$ cat config.mk
export PLATFORM = sky130hd
export DESIGN_NAME = irq_gather
export DESIGN_NICKNAME = d
export VERILOG_FILES = /design/src/rtl/irq_pkg.sv /design/src/rtl/irq_latch_bank.sv /design/src/rtl/irq_mask_reg.sv /design/src/rtl/irq_exc_merge.sv /design/src/rtl/irq_gather.sv
export SDC_FILE = /design/constraint.sdc
export NUM_CORES = 1
export LEC_CHECK = 0
export ABC_AREA = 1
export BUFFER_PORTS_ARGS = -buffer_cell sky130_fd_sc_hd__buf_4
export CORE_MARGIN = 5
export CORE_UTILIZATION = 40
export CTS_BUF_LIST = sky130_fd_sc_hd__clkbuf_4
export DETAILED_ROUTE_END_ITERATION = 16
export PLACE_DENSITY_LB_ADDON = 0.15
export SYNTH_ARGS = -nofsm -noshare
export SYNTH_HDL_FRONTEND = slang
export SYNTH_SLANG_ARGS = --single-unit
$ cat constraint.sdc
create_clock -name clk -period 1.4 [get_ports clk]
set_clock_uncertainty 0.2 [all_clocks]
set_input_delay 0.21 -clock clk [delete_from_list [all_inputs] [get_ports clk]]
set_output_delay 0.21 -clock clk [all_outputs]
set_load 0.02 [all_outputs]
$ cat src/rtl/irq_pkg.sv
package irq_pkg;
  localparam int NSRC      = 5;
  localparam int NLAT      = 3;
  localparam int B_TXE     = 0;
  localparam int B_ALLOC   = 1;
  localparam int B_RXOVR   = 2;
  localparam int B_RXDISC  = 3;
  localparam int B_EXC     = 4;
  // Latch bank slot order
  localparam int L_TXE     = 0;
  localparam int L_RXOVR   = 1;
  localparam int L_RXDISC  = 2;
  typedef logic [NSRC-1:0] src_vec_t;
endpackage

$ cat src/rtl/irq_latch_bank.sv
module irq_latch_bank #(
  parameter int N = 3
) (
  input  logic         clk,
  input  logic         rst_n,
  input  logic [N-1:0] set_i,
  input  logic [N-1:0] clr_i,
  output logic [N-1:0] q_o
);
  logic [N-1:0] q_d, q_r;

  // set dominates clear so that no event is dropped
  always_comb begin
    q_d = set_i | (q_r & ~clr_i);
  end

  always_ff @(posedge clk or negedge rst_n) begin
    if (!rst_n) q_r <= '0;
    else        q_r <= q_d;
  end

  assign q_o = q_r;

  for (genvar i = 0; i < N; i++) begin : g_chk
    AST_SET_WINS: assert property (@(posedge clk) disable iff (!rst_n)
      set_i[i] |=> q_r[i]);
    AST_ACK_CLEARS: assert property (@(posedge clk) disable iff (!rst_n)
      (clr_i[i] && !set_i[i]) |=> !q_r[i]);
    AST_HOLD_SET: assert property (@(posedge clk) disable iff (!rst_n)
      (q_r[i] && !clr_i[i]) |=> q_r[i]);
  end
endmodule

$ cat src/rtl/irq_mask_reg.sv
module irq_mask_reg #(
  parameter int DW = 16
) (
  input  logic            clk,
  input  logic            rst_n,
  input  logic [DW-1:0]   wdata,
  input  logic [DW/8-1:0] be,
  output logic [DW-1:0]   q_o
);
  localparam int NB = DW / 8;

  for (genvar b = 0; b < NB; b++) begin : g_lane
    logic [7:0] lane_d, lane_r;
    logic       lane_en;

    assign lane_en = be[b];

    always_comb begin
      lane_d = lane_r;
      if (lane_en) lane_d = wdata[b*8 +: 8];
    end

    always_ff @(posedge clk or negedge rst_n) begin
      if (!rst_n)       lane_r <= '0;
      else if (lane_en) lane_r <= lane_d;
    end

    assign q_o[b*8 +: 8] = lane_r;

    AST_MASK_KEEP: assert property (@(posedge clk) disable iff (!rst_n)
      !be[b] |=> $stable(q_o[b*8 +: 8]));
    AST_MASK_LOAD: assert property (@(posedge clk) disable iff (!rst_n)
      be[b] |=> (q_o[b*8 +: 8] == $past(wdata[b*8 +: 8])));
  end
endmodule

$ cat src/rtl/irq_exc_merge.sv
module irq_exc_merge #(
  parameter int NFATAL = 5
) (
  input  logic              link_i,
  input  logic              roll_i,
  input  logic [NFATAL-1:0] fatal_i,
  input  logic [2:0]        en_i,
  output logic              sum_o
);
  logic fatal_any;
  logic [2:0] gated;

  always_comb begin
    fatal_any = |fatal_i;
    gated[0]  = link_i    & en_i[0];
    gated[1]  = roll_i    & en_i[1];
    gated[2]  = fatal_any & en_i[2];
    sum_o     = |gated;
  end
endmodule

$ cat src/rtl/irq_gather.sv
module irq_gather
  import irq_pkg::*;
#(
  parameter int DATA_W = 16,
  parameter int CNT_W  = 8,
  parameter int NFATAL = 5
) (
  input  logic                clk,
  input  logic                rst_n,
  input  logic [DATA_W-1:0]   mask_wdata,
  input  logic [DATA_W/8-1:0] mask_be,
  output logic [DATA_W-1:0]   mask_rdata,
  input  logic                ack_we,
  input  logic [NSRC-1:0]     ack_wdata,
  output logic [NSRC-1:0]     status_o,
  output logic                irq_o,
  input  logic                disc_inc,
  input  logic [CNT_W-1:0]    disc_cnt,
  input  logic                rx_abort_nobuf,
  input  logic                rx_abort_long,
  input  logic                rx_abort_drop,
  input  logic                alloc_done,
  input  logic                alloc_failed,
  input  logic                txq_empty,
  input  logic                exc_link,
  input  logic                exc_roll,
  input  logic [NFATAL-1:0]   fatal_cause,
  input  logic [2:0]          exc_en
);
  localparam logic [CNT_W-1:0] CNT_TOP = {CNT_W{1'b1}};

  logic [NLAT-1:0] lat_set, lat_clr, lat_q;
  logic            exc_sum;
  logic            fail_d, fail_r;
  logic            irq_d, irq_r;
  src_vec_t        stat;

  // latched event sources
  always_comb begin
    lat_set           = '0;
    lat_set[L_TXE]    = txq_empty;
    lat_set[L_RXOVR]  = rx_abort_nobuf | rx_abort_long | rx_abort_drop;
    lat_set[L_RXDISC] = disc_inc & (disc_cnt == CNT_TOP);
    lat_clr           = '0;
    if (ack_we) begin
      lat_clr[L_TXE]    = ack_wdata[B_TXE];
      lat_clr[L_RXOVR]  = ack_wdata[B_RXOVR];
      lat_clr[L_RXDISC] = ack_wdata[B_RXDISC];
    end
  end

  irq_latch_bank #(.N(NLAT)) u_lat (
    .clk   (clk),
    .rst_n (rst_n),
    .set_i (lat_set),
    .clr_i (lat_clr),
    .q_o   (lat_q)
  );

  irq_mask_reg #(.DW(DATA_W)) u_mask (
    .clk   (clk),
    .rst_n (rst_n),
    .wdata (mask_wdata),
    .be    (mask_be),
    .q_o   (mask_rdata)
  );

  irq_exc_merge #(.NFATAL(NFATAL)) u_exc (
    .link_i  (exc_link),
    .roll_i  (exc_roll),
    .fatal_i (fatal_cause),
    .en_i    (exc_en),
    .sum_o   (exc_sum)
  );

  // allocation result: a level that tracks the latest completion
  always_comb begin
    fail_d = fail_r;
    if (alloc_done) fail_d = alloc_failed;
  end

  always_ff @(posedge clk or negedge rst_n) begin
    if (!rst_n)          fail_r <= 1'b1;
    else if (alloc_done) fail_r <= fail_d;
  end

  always_comb begin
    stat           = '0;
    stat[B_TXE]    = lat_q[L_TXE];
    stat[B_ALLOC]  = ~fail_r;
    stat[B_RXOVR]  = lat_q[L_RXOVR];
    stat[B_RXDISC] = lat_q[L_RXDISC];
    stat[B_EXC]    = exc_sum;
    irq_d          = |(stat & mask_rdata[NSRC-1:0]);
  end

  always_ff @(posedge clk or negedge rst_n) begin
    if (!rst_n) irq_r <= 1'b0;
    else        irq_r <= irq_d;
  end

  assign status_o = stat;
  assign irq_o    = irq_r;

  AST_IRQ_RAISE: assert property (@(posedge clk) disable iff (!rst_n)
    (|(status_o & mask_rdata[NSRC-1:0])) |=> irq_o);
  AST_IRQ_DROP: assert property (@(posedge clk) disable iff (!rst_n)
    !(|(status_o & mask_rdata[NSRC-1:0])) |=> !irq_o);
  AST_ALLOC_RESULT: assert property (@(posedge clk) disable iff (!rst_n)
    alloc_done |=> (status_o[B_ALLOC] == !$past(alloc_failed)));
  AST_ALLOC_HOLD: assert property (@(posedge clk) disable iff (!rst_n)
    !alloc_done |=> $stable(status_o[B_ALLOC]));
  AST_EXC_OFF: assert property (@(posedge clk) disable iff (!rst_n)
    (exc_en == 3'b000) |-> !status_o[B_EXC]);
  AST_DISC_ONLY_TOP: assert property (@(posedge clk) disable iff (!rst_n)
    (!status_o[B_RXDISC] && !(disc_inc && disc_cnt == CNT_TOP)) |=> !status_o[B_RXDISC]);
  AST_OVR_SET: assert property (@(posedge clk) disable iff (!rst_n)
    (rx_abort_nobuf || rx_abort_long || rx_abort_drop) |=> status_o[B_RXOVR]);
endmodule

==> impl_metrics.ini, run 1 <==
[outcome]
outcome = finished, violations left
failed_checks = negative setup slack

[job]
cap_violations = 0

[floorplan]
start_util = 0.422
io_pins = 73
die_area_sq_um = 3400
die_height_microns = 58.3
die_width_microns = 58.3
core_sq_um = 2210
placementRows = 17

[placed_design]
dpl_worst_slack_ns = 0.223
dp_cells = 168
place.gp.congestion = 0.731
post-dp-hpwl_microns = 1830
io_buffers = 70
place_area_sq_um = 1460

[drt]
ant_nets = 0
drt-initial-drc-count = 15
route.vias.total = 993
wirelength_microns = 3230
via_per_inst = 4.77
drc = 0
wl_per_cell_microns = 15.5
first_pass_iters = 4

[hold_path]
hold_class = in2reg

[global_routing]
met1_usage = 0.183
top_usage_layer = met2
grt_use_met2 = 0.388
gr-total-overflow = 0
antenna_found_initial = 0
track_usage = 0.201
grt_first_pass_wirelength_microns = 5040
grt_util_met3 = 0.0548
grt_pass1_vias = 1110
grt_max_degree = 22

[clock_network]
cts_root_buffer = clkbuf_4
clock_path_buffers = 2
cts_buffers = 3
cts_tree = yes
clock-sinks = 21
h-tree-depth = 1
clk_latency_ns = 0.30
path_clk_slew_ns = 0.12

[pwr]
finalPower_mw = 1.48
pwr-share-seq = 0.471
combPwrFrac = 0.334
irDropWorstVdd_uv = 624
internal-power_mw = 1.07
p_sw_mw = 0.410
clock_power_share = 0.195
p_sw_frac = 0.276
p_leak_nw = 0.952
powerDensity_nw_per_um2 = 802

[synth]
syn_avg_cell_area_sq_um = 12.8
synth_top_area_cell = dfrtp_1
synthesis.nets = 124
synth_edf_count = 0
synth.distinct_cells = 15
synthArstFlopShare = 1.00
synth-seq-cells = 21
synth.cell_area_sq_um = 933
synth.most_common_cell = dfrtp_1
ys.warnings.count = 0
syn_inst = 73
netlist_top_cells_area = dfrtp_1, mux2_4, nand2_1
synthTopCellsByCount = dfrtp_1, nand2_1, mux2_4
synthDominantCellAreaShare = 0.536
ys_seq_area_frac = 0.564
ys_dominant_reg_cell = dfrtp_1

[timing]
fmax_mhz = 701
post-route-period-util = 1.02
slew_headroom = 0.823
drv_slew = 0
setup_viol_count_final = 1
min_period_ns = 1.43
timing.final.ws_setup_ns = -0.0255
worst_pin_slew_ns = 0.266
holdWs_ns = 0.0386
rsz0062_at_grt = yes
hold_viol_final = 0
setup_tns_ns = -0.0255

[layout]
diodes = 0
multi_input_area_sq_um = 362
fillers = 133
drive_above_1_share = 0.522
fin_nets = 232
syn_to_final_growth_pct = 98.0
final_cell_area_sq_um = 1850
seqCellArea_sq_um = 527
fin_cells = 208
fin_util = 0.835

[worst_setup_path]
reg2reg_slack_ns = 0.13
crit_fanout = 2
cp-start-kind = flop
crit_required_ns = 0.99
path_class = reg2out
arrival_ns = 1.02
worstSetupEndpointType = primary output
==> layout make-up <==
class	instances	share of cell area
Timing Repair Buffer	106	0.477
Sequential cell	21	0.285
Inverter	4	0.00812
Tap cell	28	0.0190
Multi-Input combinational cell	45	0.196
Clock inverter	1	0.00271
Clock buffer	3	0.0122
==> cells by family (layout without fill, tap and decap cells) <==
| group | Yosys count | in the layout | share of synthesized area |
|---|---|---|---|
| AOI/OAI and AO/OA | 6 | 6 | 0.0389 |
| buffers and inverters | 7 | 114 | 0.0483 |
| DFF | 21 | 21 | 0.564 |
| muxes | 15 | 15 | 0.241 |
| and+or+nand+nor | 24 | 24 | 0.107 |
==> per-layer routing <==
metal,share of wire,routed length (microns)
met1,0.33,1080
met2,0.54,1750
met5,0,0
met4,0.048,155
met3,0.078,253
==> registers in the layout (all words and copies together) (netlist names) <==
signal,cells
u_lat.q_o,3
u_mask.g_lane.lane_r,16
irq_o,1
fail_r,1
==> power groups by stage <==
stage,combinational [mW],sequential (mW),clock [mW]
after global routing,0.527,0.705,0.323
after detailed placement,0.400,0.708,0
after global placement,0.394,0.706,0
final,0.495,0.698,0.290
after floorplan,0.123,0.769,0
after CTS,0.481,0.697,0.297
==> worst max-delay path, cell delays in order, from the launching register on <==
cell	delay [ns]
dfstp_2	0.56
inv_2	0.04
buf_6	0.12
==> cell usage in the layout, fill, tap and decap left out <==
| master | instances |
|---|---|
| a22o_1 | 1 |
| buf_6 | 1 |
| inv_2 | 1 |
| buf_4 | 72 |
| dfrtp_1 | 20 |
| a21o_1 | 1 |
| clkinv_2 | 1 |
| nand3b_1 | 1 |
| nand4_1 | 1 |
| o21ai_0 | 4 |
| nor2_1 | 3 |
| nand2_1 | 16 |
| mux2_4 | 15 |
| dlygate4sd3_1 | 33 |
| clkbuf_4 | 3 |
| nor3_1 | 1 |
| nand3_1 | 2 |
| dfstp_2 | 1 |
| inv_1 | 3 |
==> timing repair <==
item / in CTS / in global routing
endpoints found under the setup margin: 1 / 1
buffers inserted: 1 / 2
gates resized for setup: 2 / 0
endpoints found under the hold margin: 41 / 0
hold buffers: 33 / 0
==> final timing paths <==
kind                                            startpoint                         end  cells past startpoint
worst min-delay path                             exc_en[2]                       irq_o                      5
worst min register to register  u_mask.g_lane[1].lane_r[4]  u_mask.g_lane[1].lane_r[4]                      1
worst max register to register                      fail_r                       irq_o                      5
min in group asynchronous                            rst_n                u_lat.q_o[2]                      2
max in group asynchronous                            rst_n                      fail_r                      2
worst max-delay path                                fail_r                 status_o[1]                      2
Power figures use the tool's default switching activity.
==> run 2, diff against run 1 <==
- ABC_AREA: 1 -> 0
- CORE_UTILIZATION: 40 -> 39
- TNS_END_PERCENT: not set -> 30
==> impl_metrics.ini, run 2 <==
[clock_network]
cts_root_buffer = clkbuf_4
cts_buffers = 3
cts_setup_buffers = 0
h-tree-depth = 1
clock_path_buffers = 2
clock-sinks = 21
cts_tree = yes
clk_latency_ns = 0.30
path_clk_slew_ns = 0.11

[synth]
syn_inst = 64
synth.most_common_cell = dfrtp_1
ys_dominant_reg_cell = dfrtp_1
synth.cell_area_sq_um = 865
synth-seq-cells = 21
synthTopCellsByCount = dfrtp_1, mux2_2, nand2_1
synthArstFlopShare = 1.00
syn_avg_cell_area_sq_um = 13.5
ys.warnings.count = 0
ys_seq_area_frac = 0.609
netlist_top_cells_area = dfrtp_1, mux2_2, nand2_1
synthDominantCellAreaShare = 0.579
synthesis.nets = 115
synth_edf_count = 0
synth.distinct_cells = 20
synth_top_area_cell = dfrtp_1

[worst_setup_path]
r2r_start = u_mask.g_lane[0].lane_r[0]
crit_required_ns = 0.99
crit_start = fatal_cause[3]
arrival_ns = 1.17
crit_fanout = 2
worstSetupEndpointType = primary output
path_class = in2out
cp-start-kind = input pin

[outcome]
outcome = finished, violations left
failed_checks = negative setup slack

[timing]
fmax_mhz = 635
hold_viol_final = 0
setup_viol_count_final = 2
post-route-period-util = 1.13
setup_tns_ns = -0.215
min_period_ns = 1.58
drv_slew = 0
rsz0062_at_grt = yes
slew_headroom = 0.824
timing.final.ws_setup_ns = -0.176
worst_pin_slew_ns = 0.264

[layout]
largest-register = u_mask.g_lane.lane_r
mostFrequentLayoutCells = buf_4, dlygate4sd3_1, dfrtp_1, mux2_2, nand2_1
syn_to_final_growth_pct = 113
fin_cells = 202
fin_nets = 226
fillers = 127
layout_commonest_cell = buf_4
drive_above_1_share = 0.546
fin_util = 0.850
largest_reg_flops = 16
diodes = 0

[placed_design]
post-dp-hpwl_microns = 1790
place.gp.congestion = 0.792
io_buffers = 70
dpl_worst_slack_ns = -0.226
dp_cells = 160

[floorplan]
core_sq_um = 2170
die_width_microns = 57.1
die_height_microns = 57.1
placementRows = 17
io_pins = 73
die_area_sq_um = 3260
start_util = 0.399

[drt]
drc = 0
wl_per_cell_microns = 16.8
first_pass_iters = 4
ant_nets = 0
wirelength_microns = 3390
route.vias.total = 946
drt-initial-drc-count = 28
via_per_inst = 4.68

[pwr]
irDropWorstVdd_uv = 662
finalPower_mw = 1.48
powerDensity_nw_per_um2 = 801
p_leak_nw = 0.876

[global_routing]
grt_max_degree = 22
grt_first_pass_wirelength_microns = 5530
grt_pass1_vias = 1119
track_usage = 0.226
antenna_found_initial = 0
gr-total-overflow = 0

[hold_path]
hp-start = ack_wdata[2]
hold_class = in2reg

[job]
cap_violations = 0
## run 2: worst paths after layout
| check | cells past startpoint | slack [ns] | end |
|---|---|---|---|
| max reg2reg | 3 | 0.05 | irq_o |
| max in group asynchronous | 2 | 0.62 | fail_r |
| max | 5 | -0.18 | status_o[4] |
| min | 3 | 0.02 | u_lat.q_o[1] |
| min reg2reg | 1 | 0.32 | u_mask.g_lane[0].lane_r[5] |
| min in group asynchronous | 2 | 0.12 | u_mask.g_lane[0].lane_r[5] |
## run 2: per-layer routing
layer,part of all wire,GRT usage
met5,0,0
met2,0.51,0.406
met4,0.029,0.113
met1,0.35,0.228
met3,0.11,0.0837
## run 2: layout make-up
cell class,count,area [sq um],area share
well taps,28,35.0,0.0190
inverters,2,7.51,0.00407
clock buffers,4,30.0,0.0163
repair buffers,109,928,0.503
flip-flops and latches,21,527,0.286
multi-input cells,38,317,0.172
## run 2: logic make-up after synthesis
kind of cell,Yosys count,synth area share
simple gates,12,0.0680
flops,21,0.609
mux,15,0.195
buf+inv,5,0.0290
compound gates,11,0.0984
## run 2: metrics by stage
step	hold slack [ns]	area (sq um)
floorplan	-0.286	865
global placement	-0.0947	1420
detailed placement	-0.0920	1420
CTS	0.0159	1840
global route	0.0316	1840
finish	0.0216	1840
## run 2: power by group
group / internal [mW] / switching, mW
Clock: 0.130 / 0.178
Sequential: 0.662 / 0.0369
Combinational: 0.283 / 0.187
Total: 1.08 / 0.402
## run 2: critical path: stages
cell	delay (ns)
buf_4	0.11
or4_4	0.52
o21ai_2	0.12
nand2_1	0.07
buf_6	0.14
## run 2: repair_timing
action / CTS / global route
resized for setup: 5 / 1
hold endpoints to repair: 42 / 0
pin swaps: 2 / 2
hold buffers: 38 / 0
endpoints found under the setup margin: 2 / 2
